## config.mk

```make
export PLATFORM = sky130hd
export DESIGN_NAME = brom_ctrl
export DESIGN_NICKNAME = d
export VERILOG_FILES = /design/src/rtl/brom_pkg.sv /design/src/rtl/brom_cfg_decode.sv /design/src/rtl/brom_addr_gen.sv /design/src/rtl/brom_seq.sv /design/src/rtl/brom_ctrl.sv
export SDC_FILE = /design/constraint.sdc
export NUM_CORES = 1
export LEC_CHECK = 0
export CAP_MARGIN = 5
export CORE_MARGIN = 2
export CORE_UTILIZATION = 46
export DETAILED_ROUTE_END_ITERATION = 12
export PLACE_DENSITY_LB_ADDON = 0.05
export SYNTH_ARGS = -nofsm -noshare
export SYNTH_HDL_FRONTEND = slang
export SYNTH_SLANG_ARGS = --single-unit
```

## constraint.sdc

```tcl
create_clock -name clk -period 5.23 [get_ports clk]
set_input_delay 1.046 -clock clk [delete_from_list [all_inputs] [get_ports clk]]
set_output_delay 1.046 -clock clk [all_outputs]
set_load 0.01 [all_outputs]
```

## src/rtl/brom_pkg.sv

```systemverilog
package brom_pkg;
  typedef enum logic [1:0] {
    ST_IDLE  = 2'd0,
    ST_READ  = 2'd1,
    ST_WRITE = 2'd2
  } brom_state_t;

  // width code to log2 of bytes per beat
  function automatic logic [1:0] width_log(input logic [1:0] wcode);
    case (wcode)
      2'd0:    width_log = 2'd0;
      2'd1:    width_log = 2'd1;
      default: width_log = 2'd2;
    endcase
  endfunction
endpackage

```

## src/rtl/brom_cfg_decode.sv

```systemverilog
module brom_cfg_decode #(
  parameter int CODE_W = 3,
  parameter int CNT_W  = 5
) (
  input  logic [1:0]        width,
  input  logic [CODE_W-1:0] code,
  output logic [CNT_W-1:0]  beats_m1,
  output logic [1:0]        step_log,
  output logic              err
);
  import brom_pkg::*;

  logic [CODE_W-1:0] code_max;
  logic              legal;

  always_comb begin
    step_log = width_log(width);
    // widest ROM allows the fewest burst codes
    code_max = CODE_W'(4) - CODE_W'(step_log);
    legal    = (code != '0) && (code <= code_max);
    err      = (code != '0) && !legal;
    beats_m1 = legal ? CNT_W'((32'd1 << (code + 1'b1)) - 32'd1) : '0;
  end

  always_comb begin
    a_r8_err_single : assert (!(err && (beats_m1 != '0)))
      else $error("R8: illegal code decoded to a burst");
  end
endmodule

```

## src/rtl/brom_addr_gen.sv

```systemverilog
module brom_addr_gen #(
  parameter int ADDR_W = 24,
  parameter int CNT_W  = 5
) (
  input  logic              clk,
  input  logic              rst,
  input  logic              load,
  input  logic              adv,
  input  logic [ADDR_W-1:0] start_addr,
  input  logic [1:0]        step_log,
  input  logic [CNT_W-1:0]  beats_m1,
  output logic [ADDR_W-1:0] addr
);
  localparam int MASK_W = CNT_W + 3;

  logic [MASK_W-1:0] blk_bytes;
  logic [ADDR_W-1:0] align_n;
  logic [ADDR_W-1:0] mask_q;
  logic [ADDR_W-1:0] step_q;
  logic [ADDR_W-1:0] bumped;

  always_comb begin
    blk_bytes = ({{(MASK_W-CNT_W){1'b0}}, beats_m1} + MASK_W'(1)) << step_log;
    align_n   = ~((ADDR_W'(1) << step_log) - ADDR_W'(1));
    bumped    = addr + step_q;
  end

  always_ff @(posedge clk) begin
    if (rst) begin
      addr   <= '0;
      mask_q <= '0;
      step_q <= '0;
    end else if (load) begin
      addr   <= start_addr & align_n;
      mask_q <= ADDR_W'(blk_bytes) - ADDR_W'(1);
      step_q <= ADDR_W'(1) << step_log;
    end else if (adv) begin
      // advance by one beat, wrapping within the aligned block
      addr <= (addr & ~mask_q) | (bumped & mask_q);
    end
  end

  a_r3_wrap_in_block : assert property (@(posedge clk) disable iff (rst)
    adv |=> ((addr & ~mask_q) == $past(addr & ~mask_q)))
    else $error("R3: address left its burst block");

  a_r3_step_size : assert property (@(posedge clk) disable iff (rst)
    adv |=> (((addr - $past(addr)) & mask_q) == (step_q & mask_q)))
    else $error("R3: address step differs from width");
endmodule

```

## src/rtl/brom_seq.sv

```systemverilog
module brom_seq #(
  parameter int DATA_W = 32,
  parameter int WAIT_W = 3,
  parameter int CNT_W  = 5
) (
  input  logic              clk,
  input  logic              rst,
  input  logic              req_valid,
  input  logic              req_write,
  input  logic [1:0]        req_width,
  input  logic [WAIT_W-1:0] req_wait,
  input  logic [DATA_W-1:0] req_wdata,
  input  logic [CNT_W-1:0]  beats_m1,
  input  logic              code_err,
  input  logic              bus_ready,
  input  logic [DATA_W-1:0] bus_din,
  output logic              req_ready,
  output logic              load,
  output logic              adv,
  output logic              bus_cs,
  output logic              bus_rd,
  output logic              bus_wr,
  output logic [DATA_W-1:0] bus_dout,
  output logic              rd_valid,
  output logic [DATA_W-1:0] rd_data,
  output logic              done,
  output logic              cfg_err
);
  import brom_pkg::*;

  brom_state_t       state;
  logic [WAIT_W-1:0] wcnt;
  logic [CNT_W-1:0]  left;
  logic              wait_on;
  logic [DATA_W-1:0] wmask;
  logic              go;
  logic              hold;
  logic [DATA_W-1:0] mask_new;

  always_comb begin
    case (width_log(req_width))
      2'd0:    mask_new = DATA_W'(8'hFF);
      2'd1:    mask_new = DATA_W'(16'hFFFF);
      default: mask_new = {DATA_W{1'b1}};
    endcase
    // ready only counts when wait states are programmed
    go   = (state != ST_IDLE) && (wcnt == '0) && (!wait_on || bus_ready);
    hold = (state != ST_IDLE) && (wcnt == '0) && wait_on && !bus_ready;
    load = (state == ST_IDLE) && req_valid;
    adv  = (state == ST_READ) && go && (left != '0);
  end

  always_ff @(posedge clk) begin
    if (rst) begin
      state     <= ST_IDLE;
      wcnt      <= '0;
      left      <= '0;
      wait_on   <= 1'b0;
      wmask     <= '0;
      req_ready <= 1'b1;
      bus_cs    <= 1'b0;
      bus_rd    <= 1'b0;
      bus_wr    <= 1'b0;
      bus_dout  <= '0;
      rd_valid  <= 1'b0;
      rd_data   <= '0;
      done      <= 1'b0;
      cfg_err   <= 1'b0;
    end else begin
      rd_valid <= 1'b0;
      done     <= 1'b0;
      case (state)
        ST_IDLE: begin
          if (req_valid) begin
            req_ready <= 1'b0;
            bus_cs    <= 1'b1;
            wcnt      <= req_wait;
            wait_on   <= (req_wait != '0);
            wmask     <= mask_new;
            if (req_write) begin
              // writes are single plain cycles
              state    <= ST_WRITE;
              bus_wr   <= 1'b1;
              bus_dout <= req_wdata;
              left     <= '0;
              cfg_err  <= 1'b0;
            end else begin
              state   <= ST_READ;
              bus_rd  <= 1'b1;
              left    <= beats_m1;
              cfg_err <= code_err;
            end
          end
        end
        ST_READ: begin
          if (wcnt != '0) begin
            wcnt <= wcnt - 1'b1;
          end else if (go) begin
            rd_valid <= 1'b1;
            rd_data  <= bus_din & wmask;
            if (left == '0) begin
              done      <= 1'b1;
              bus_cs    <= 1'b0;
              bus_rd    <= 1'b0;
              req_ready <= 1'b1;
              state     <= ST_IDLE;
            end else begin
              // later beats take a setup cycle and a capture cycle
              left <= left - 1'b1;
              wcnt <= WAIT_W'(1);
            end
          end
        end
        ST_WRITE: begin
          if (wcnt != '0) begin
            wcnt <= wcnt - 1'b1;
          end else if (go) begin
            done      <= 1'b1;
            bus_cs    <= 1'b0;
            bus_wr    <= 1'b0;
            req_ready <= 1'b1;
            state     <= ST_IDLE;
          end
        end
        default: state <= ST_IDLE;
      endcase
    end
  end

  a_r9_strobe_excl : assert property (@(posedge clk) disable iff (rst)
    !(bus_rd && bus_wr))
    else $error("R9: read and write strobes together");

  a_r4_strobe_in_cs : assert property (@(posedge clk) disable iff (rst)
    (bus_rd || bus_wr) |-> bus_cs)
    else $error("R4: strobe without chip select");

  a_r6_no_capture_stalled : assert property (@(posedge clk) disable iff (rst)
    hold |=> !rd_valid)
    else $error("R6: word captured while not ready");

  a_r5_beat_gap : assert property (@(posedge clk) disable iff (rst)
    (rd_valid && !done) |=> !rd_valid)
    else $error("R5: later beat faster than two cycles");

  a_r4_release_on_done : assert property (@(posedge clk) disable iff (rst)
    done |-> (!bus_cs && req_ready))
    else $error("R4: strobes still active with done");

  a_r10_busy_not_ready : assert property (@(posedge clk) disable iff (rst)
    bus_cs |-> !req_ready)
    else $error("R10: ready while busy");
endmodule

```

## src/rtl/brom_ctrl.sv

```systemverilog
module brom_ctrl #(
  parameter int ADDR_W = 24,
  parameter int DATA_W = 32,
  parameter int WAIT_W = 3,
  parameter int CODE_W = 3
) (
  input  logic              clk,
  input  logic              rst,
  input  logic              req_valid,
  output logic              req_ready,
  input  logic              req_write,
  input  logic [ADDR_W-1:0] req_addr,
  input  logic [1:0]        req_width,
  input  logic [CODE_W-1:0] req_burst,
  input  logic [WAIT_W-1:0] req_wait,
  input  logic [DATA_W-1:0] req_wdata,
  output logic              rd_valid,
  output logic [DATA_W-1:0] rd_data,
  output logic              done,
  output logic              cfg_err,
  output logic              bus_cs,
  output logic              bus_rd,
  output logic              bus_wr,
  output logic [ADDR_W-1:0] bus_addr,
  output logic [DATA_W-1:0] bus_dout,
  input  logic [DATA_W-1:0] bus_din,
  input  logic              bus_ready
);
  localparam int CNT_W = 5;

  logic [CNT_W-1:0] beats_m1;
  logic [CNT_W-1:0] beats_use;
  logic [1:0]       step_log;
  logic             code_err;
  logic             load;
  logic             adv;

  brom_cfg_decode #(.CODE_W(CODE_W), .CNT_W(CNT_W)) u_dec (
    .width    (req_width),
    .code     (req_burst),
    .beats_m1 (beats_m1),
    .step_log (step_log),
    .err      (code_err)
  );

  // writes never burst, so their block is one beat
  assign beats_use = req_write ? '0 : beats_m1;

  brom_addr_gen #(.ADDR_W(ADDR_W), .CNT_W(CNT_W)) u_addr (
    .clk        (clk),
    .rst        (rst),
    .load       (load),
    .adv        (adv),
    .start_addr (req_addr),
    .step_log   (step_log),
    .beats_m1   (beats_use),
    .addr       (bus_addr)
  );

  brom_seq #(.DATA_W(DATA_W), .WAIT_W(WAIT_W), .CNT_W(CNT_W)) u_seq (
    .clk       (clk),
    .rst       (rst),
    .req_valid (req_valid),
    .req_write (req_write),
    .req_width (req_width),
    .req_wait  (req_wait),
    .req_wdata (req_wdata),
    .beats_m1  (beats_use),
    .code_err  (code_err),
    .bus_ready (bus_ready),
    .bus_din   (bus_din),
    .req_ready (req_ready),
    .load      (load),
    .adv       (adv),
    .bus_cs    (bus_cs),
    .bus_rd    (bus_rd),
    .bus_wr    (bus_wr),
    .bus_dout  (bus_dout),
    .rd_valid  (rd_valid),
    .rd_data   (rd_data),
    .done      (done),
    .cfg_err   (cfg_err)
  );

  a_r6_addr_held : assert property (@(posedge clk) disable iff (rst)
    (bus_cs && !bus_ready && !rd_valid && !done && $stable(bus_cs) && !adv && !load)
      |=> $stable(bus_addr))
    else $error("R6: address moved during a stall");
endmodule

```

**After elaboration in Yosys (flattened, before gate mapping)**

Cells that the tools add are included.

- Register bits after elaboration: 186
- Input bits: 101
- Output and inout bits: 95
- Logic and storage cells: 142

- Add/subtract/negate cells: 9
- $lt $le $gt $ge: 1
- Eq/ne operators: 16
- Shift-type cells: 3
- Muxes and demuxes: 53
- Bitwise operators: 9
- Reductions and logical operators: 34

Operators by type and width:

| cell | number |
|---|---|
| 24-bit AND | 3 |
| 32-bit one-hot mux with 2 select lines | 1 |
| 24-bit 2-to-1 mux | 2 |
| 24-bit NOT | 2 |
| 5-bit 2-to-1 mux | 7 |
| 32-bit AND | 1 |
| 24-bit adder | 1 |
| 24-bit OR | 1 |
| 1-bit by 2-bit << shifter with 24-bit output (first input constant) | 1 |
| 24-bit by 2-bit subtractor with 24-bit output (second input constant) | 1 |
| 1-bit 2-to-1 mux | 22 |
| 3-bit 2-to-1 mux | 5 |
| 5-bit AND reduction | 3 |
| 2-bit 2-to-1 mux | 7 |
| 2-bit != test (second input constant) | 7 |
| 6-bit AND reduction | 2 |
| 3-bit nonzero test | 4 |
| 5-bit one-hot mux with 2 select lines | 1 |
| 5-bit by 1-bit subtractor with 5-bit output (second input constant) | 2 |
| 3-bit one-hot mux with 3 select lines | 1 |
| 8-bit by 1-bit subtractor with 9-bit output (second input constant) | 1 |
| 2-bit nonzero test | 4 |
| 8-bit by 2-bit << shifter with 8-bit output | 1 |
| 1-bit logical AND | 7 |
| other kinds (26) | 38 |

**Longest topological paths before layout**

- Depth after elaboration: 10
- Depth in mapped cells: 17
- Gate-level depth less buffers: 15

**Hierarchy**

A second synthesis with hierarchy kept.

- Cells, all modules: 717
- Area, all modules: 6077.1 µm²

By module, submodules not included:

| module | times used | cells each | area each (µm²) | sequential area each (µm²) |
|---|---|---|---|---|
| brom_seq | 1 | 353 | 3265.6 | 1701.6 |
| brom_addr_gen | 1 | 330 | 2580.0 | 740.7 |
| brom_cfg_decode | 1 | 29 | 200.2 | 0.0 |
| brom_ctrl | 1 | 5 | 31.3 | 0.0 |

**Worst setup path before layout**

No wires, ideal clock.

- Kind: input port to flip-flop
- Start point: in req_width[1]
- End point: reg u_addr.mask_q[22]
- Setup time: 70 ps
- Data arrival time: 4330 ps
- Data required time: 5160 ps
- Path slack: 829 ps
- Stages: 17
- Path buffers: 2
- Cells stage by stage: buf_2 > nor2_1 > inv_1 > ha_1 > and2_1 > a311oi_2 > nand2_1 > buf_6 > nor2_1 > ha_1 > a21oi_1 > o21ai_0 > a21boi_1 > a311oi_1 > nand3_1 > or4_1 > a21oi_1

- Longest elaborated chain between the ends: 10
- Elaborated cells between the ends (all ways): 11
- Classes of those cells: add/sub: 3; order compare: 1; eq/ne: 1; shift: 1; mux: 3; reduce/logical: 2

Ends and longest elaborated chain:

| element | RTL line | source |
|---|---|---|
| start: declaration | brom_ctrl.sv:13 | `input logic [1:0] req_width,` |
| 2-bit by 1-bit equality test with 1-bit output / 2-bit logical NOT (equally long branches) | brom_pkg.sv:10 | `case (wcode)` |
| 2-bit one-hot mux with 2 select lines * | brom_pkg.sv:10 |  |
| 3-bit by 2-bit subtractor with 3-bit output | brom_cfg_decode.sv:19 | `code_max = CODE_W'(4) - CODE_W'(step_log);` |
| 3-bit <= comparator | brom_cfg_decode.sv:20 | `legal = (code != '0) && (code <= code_max);` |
| 1-bit logical AND | brom_cfg_decode.sv:20 |  |
| 5-bit 2-to-1 mux | brom_cfg_decode.sv:22 | `beats_m1 = legal ? CNT_W'((32'd1 << (code + 1'b1)) - 32'd1) : '0;` |
| 5-bit 2-to-1 mux | brom_ctrl.sv:47 | `assign beats_use = req_write ? '0 : beats_m1;` |
| 5-bit by 1-bit adder with 6-bit output | brom_addr_gen.sv:23 | `blk_bytes = ({{(MASK_W-CNT_W){1'b0}}, beats_m1} + MASK_W'(1)) << step_log;` |
| 8-bit by 2-bit << shifter with 8-bit output * | brom_addr_gen.sv:23 |  |
| 8-bit by 1-bit subtractor with 9-bit output * | brom_addr_gen.sv:35 | `mask_q <= ADDR_W'(blk_bytes) - ADDR_W'(1);` |
| end signal: assignment | brom_addr_gen.sv:35 |  |
| end: declaration | brom_addr_gen.sv:18 | `logic [ADDR_W-1:0] mask_q;` |

Every way passes the cells marked *; elsewhere a longest branch is shown, timed or not.
A chain may end at the register's enable or synchronous reset.

**Final worst setup path**

Same ends and word-level chain as after synthesis.

==> impl_metrics.yaml <==
clock_network:
  cts_resized: 0
  clock_sinks: 121
  cts-root-buf: "clkbuf_16"
  cts_tree: "yes"
  cts_made_buffers: 17
  clock_latency_ps: 410
  h-tree-depth: 4
  clkTransAtPathRegs_ps: 50
  postCtsSetupBuffers: 0
  hold_buffers: 0
  clockBufferDepth: 2
critical_path:
  rrSetupSlack_ps: 2090
  r2r_cells: 11
  start_kind: "input port"
  worstSetupPathType: "in2reg"
  cp.required_ps: 5570
  crit_path_end_kind: "flop"
  critPathArrivalTime_ps: 4880
  worstPathMaxFanout: 6
timing:
  rsz0062_at_grt: "no"
  final_hold_viol_count: 0
  post-route-period-util_pct: 86.9
  slew_viol_final: 0
  skew_ps: 6.06
  max-slew-margin-rel_pct: 23.2
  whs_ps: 452
  tightest_slew_ps: 1150
  fin_crit_ps: 4550
  fmax_mhz: 220
  finalSetupTns_ps: 0
  setup_viol: 0
cells_and_area:
  layout-drive-gt1-share_pct: 5.62
  seqCellArea_um2: 2420
  fill_cells: 988
  instances_no_fill: 1019
  area_growth_pct: 46.7
  multi_input_area_um2: 2970
  fin_nets: 982
  final_area_um2: 8270
  antenna_cells: 0
min_path:
  whs_path_depth: 2
  hold_path.class: "reg2reg"
global_routing:
  grt_pass1_wl_mm: 26.8
  grt_start_max_net_pins: 46
  antenna_found_initial: 0
  grt_pass1_vias: 5341
  gr-total-overflow: 0
  grt_usage_pct: 25.4
placement:
  dp.cells: 989
  dpl.hpwl_mm: 12.0
  placed_cell_area_um2: 7680
  globalplace.congestion: 0.903
  portBuffers: 195
synth:
  netlist_area_um2: 5640
  synth-seq-cells: 121
  synth_edf_count: 0
  synth_warnings: 0
  synth-async-reset-ratio_pct: 0
  synth_fp_nets: 799
  yosysSeqAreaShare_pct: 43.0
  ys.flop_type: "dfxtp_1"
  synth.avg_cell_area_um2: 8.31
  ys_types: 61
  synth_cells: 678
floorplan:
  start_util_pct: 47.1
  fp.dieH_um: 115
  core_um2: 12000
  num_io_pins: 196
  core.rowCount: 40
  die_area_um2: 13200
  die_x_um: 115
routing:
  drt_wl_total_mm: 16.7
  drc: 0
  first_iter_violations: 410
  via_count: 5649
  antenna_left: 0
  drt_pass1_iterations: 4
  vias_per_cell: 5.54
  wl_per_cell_um: 16.3
outcome:
  status: "complete, no violations"
run:
  drv_cap: 0
pwr:
  powerDensity_nw_per_um2: 324
  peakVddDrop_v: 0.000185
  p_leak_nw: 3.08
## area by class of cell
type	count	share of cell area, %
multi-input cells	495	35.9
flip-flops and latches	121	29.3
repair buffers	206	24.5
clock buffers	23	6.02
well taps	147	2.22
clock inverters	7	1.10
inverters	20	0.908
## Yosys cell counts, types with 4 or more instances
| cell type | n | share of area (%) |
|---|---|---|
| o21ai_0 | 20 | 1.8 |
| nand2_1 | 107 | 7.1 |
| a31oi_1 | 4 | 0.44 |
| inv_1 | 20 | 1.3 |
| nand3_1 | 14 | 1.2 |
| a211oi_1 | 19 | 2.5 |
| a22oi_1 | 6 | 0.80 |
| nor2_1 | 55 | 3.7 |
| nor2b_1 | 6 | 0.67 |
| nor3_1 | 12 | 1.1 |
| and3_1 | 8 | 0.89 |
| and2_1 | 11 | 1.2 |
| nand2b_1 | 7 | 0.78 |
| dfxtp_1 | 121 | 43 |
| a22o_1 | 33 | 5.1 |
| nand4_1 | 5 | 0.55 |
| a311oi_1 | 5 | 0.78 |
| ha_1 | 19 | 4.2 |
| xor2_1 | 14 | 2.2 |
| xnor2_1 | 13 | 2.0 |
| clkbuf_1 | 36 | 2.4 |
| a21oi_1 | 77 | 6.8 |
| nor4_1 | 9 | 1.0 |
## worst paths after layout
| kind | startpoint | to |
|---|---|---|
| max reg2reg | u_seq.state[1] | flop |
| min | u_seq.bus_dout[24] | u_seq.bus_dout[24] |
| min reg2reg | u_seq.bus_dout[24] | u_seq.bus_dout[24] |
| max | req_width[1] | u_addr.mask_q[22] |
## critical path: stages
cell and delay, ps:
clkdlybuf4s50_1 420, nor2_1 330, inv_1 140, ha_1 310
and2_1 180, a311oi_2 310, and3_1 230, ha_1 290
a21oi_1 160, o21ai_0 80, a21boi_1 130, a311oi_1 340
nand3_1 230, or4_1 540, a21oi_1 140
## through the flow
step / power (mW) / utilization (%) / setup WS [ps]
final: 2.68 / 69.2 / 683
after CTS: 2.69 / 69.2 / 699
after floorplan: 1.31 / - / 829
after global routing: 2.80 / 69.2 / 300
after global placement: 1.52 / 64.2 / 386
after detailed placement: 1.54 / 64.2 / 290
## cells in the final DEF, fill, tap and decap left out, types with 6 or more instances in the layout
cell / n
xor2_1: 14
xnor2_1: 13
nand2_1: 107
nor4_1: 9
inv_1: 20
o21ai_0: 20
nor3_1: 12
nor2_1: 55
and3_1: 8
a22o_1: 33
nor2b_1: 6
ha_1: 19
a22oi_1: 6
a21oi_1: 76
nand2b_1: 7
clkdlybuf4s50_1: 194
buf_4: 11
a211oi_1: 19
dfxtp_1: 121
clkbuf_16: 17
nand3_1: 14
and2_1: 11
## report_power, final
group	switching [mW]	total, mW	internal [mW]	leakage, nW
clock	0.404	1.16	0.757	0.291
sequential	0.0462	1.03	0.981	0.989
combinational	0.250	0.494	0.245	1.80
total	0.700	2.68	1.98	3.08
## routing by layer
| layer | wire (um) | global-route usage, % | vias to the layer above |
|---|---|---|---|
| met5 | 0 | 0 | - |
| met4 | 390 | 9.48 | 0 |
| met3 | 1080 | 6.25 | 34 |
| met2 | 7910 | 41.5 | 196 |
| met1 | 7280 | 32.5 | 2636 |
| li1 | - | - | 2783 |
## logic make-up (layout without fill, tap and decap cells)
family	Yosys count	in the layout	synth area share, %
and+or+nand+nor	252	252	20.7
AOI/OAI and AO/OA	194	194	22.9
DFF	121	121	43.0
buffers and inverters	62	256	4.37
xor gates and xnor gates	27	27	4.20
adders and majority gates	20	20	4.57
muxes	2	2	0.355
Power figures use the tool's default switching activity.
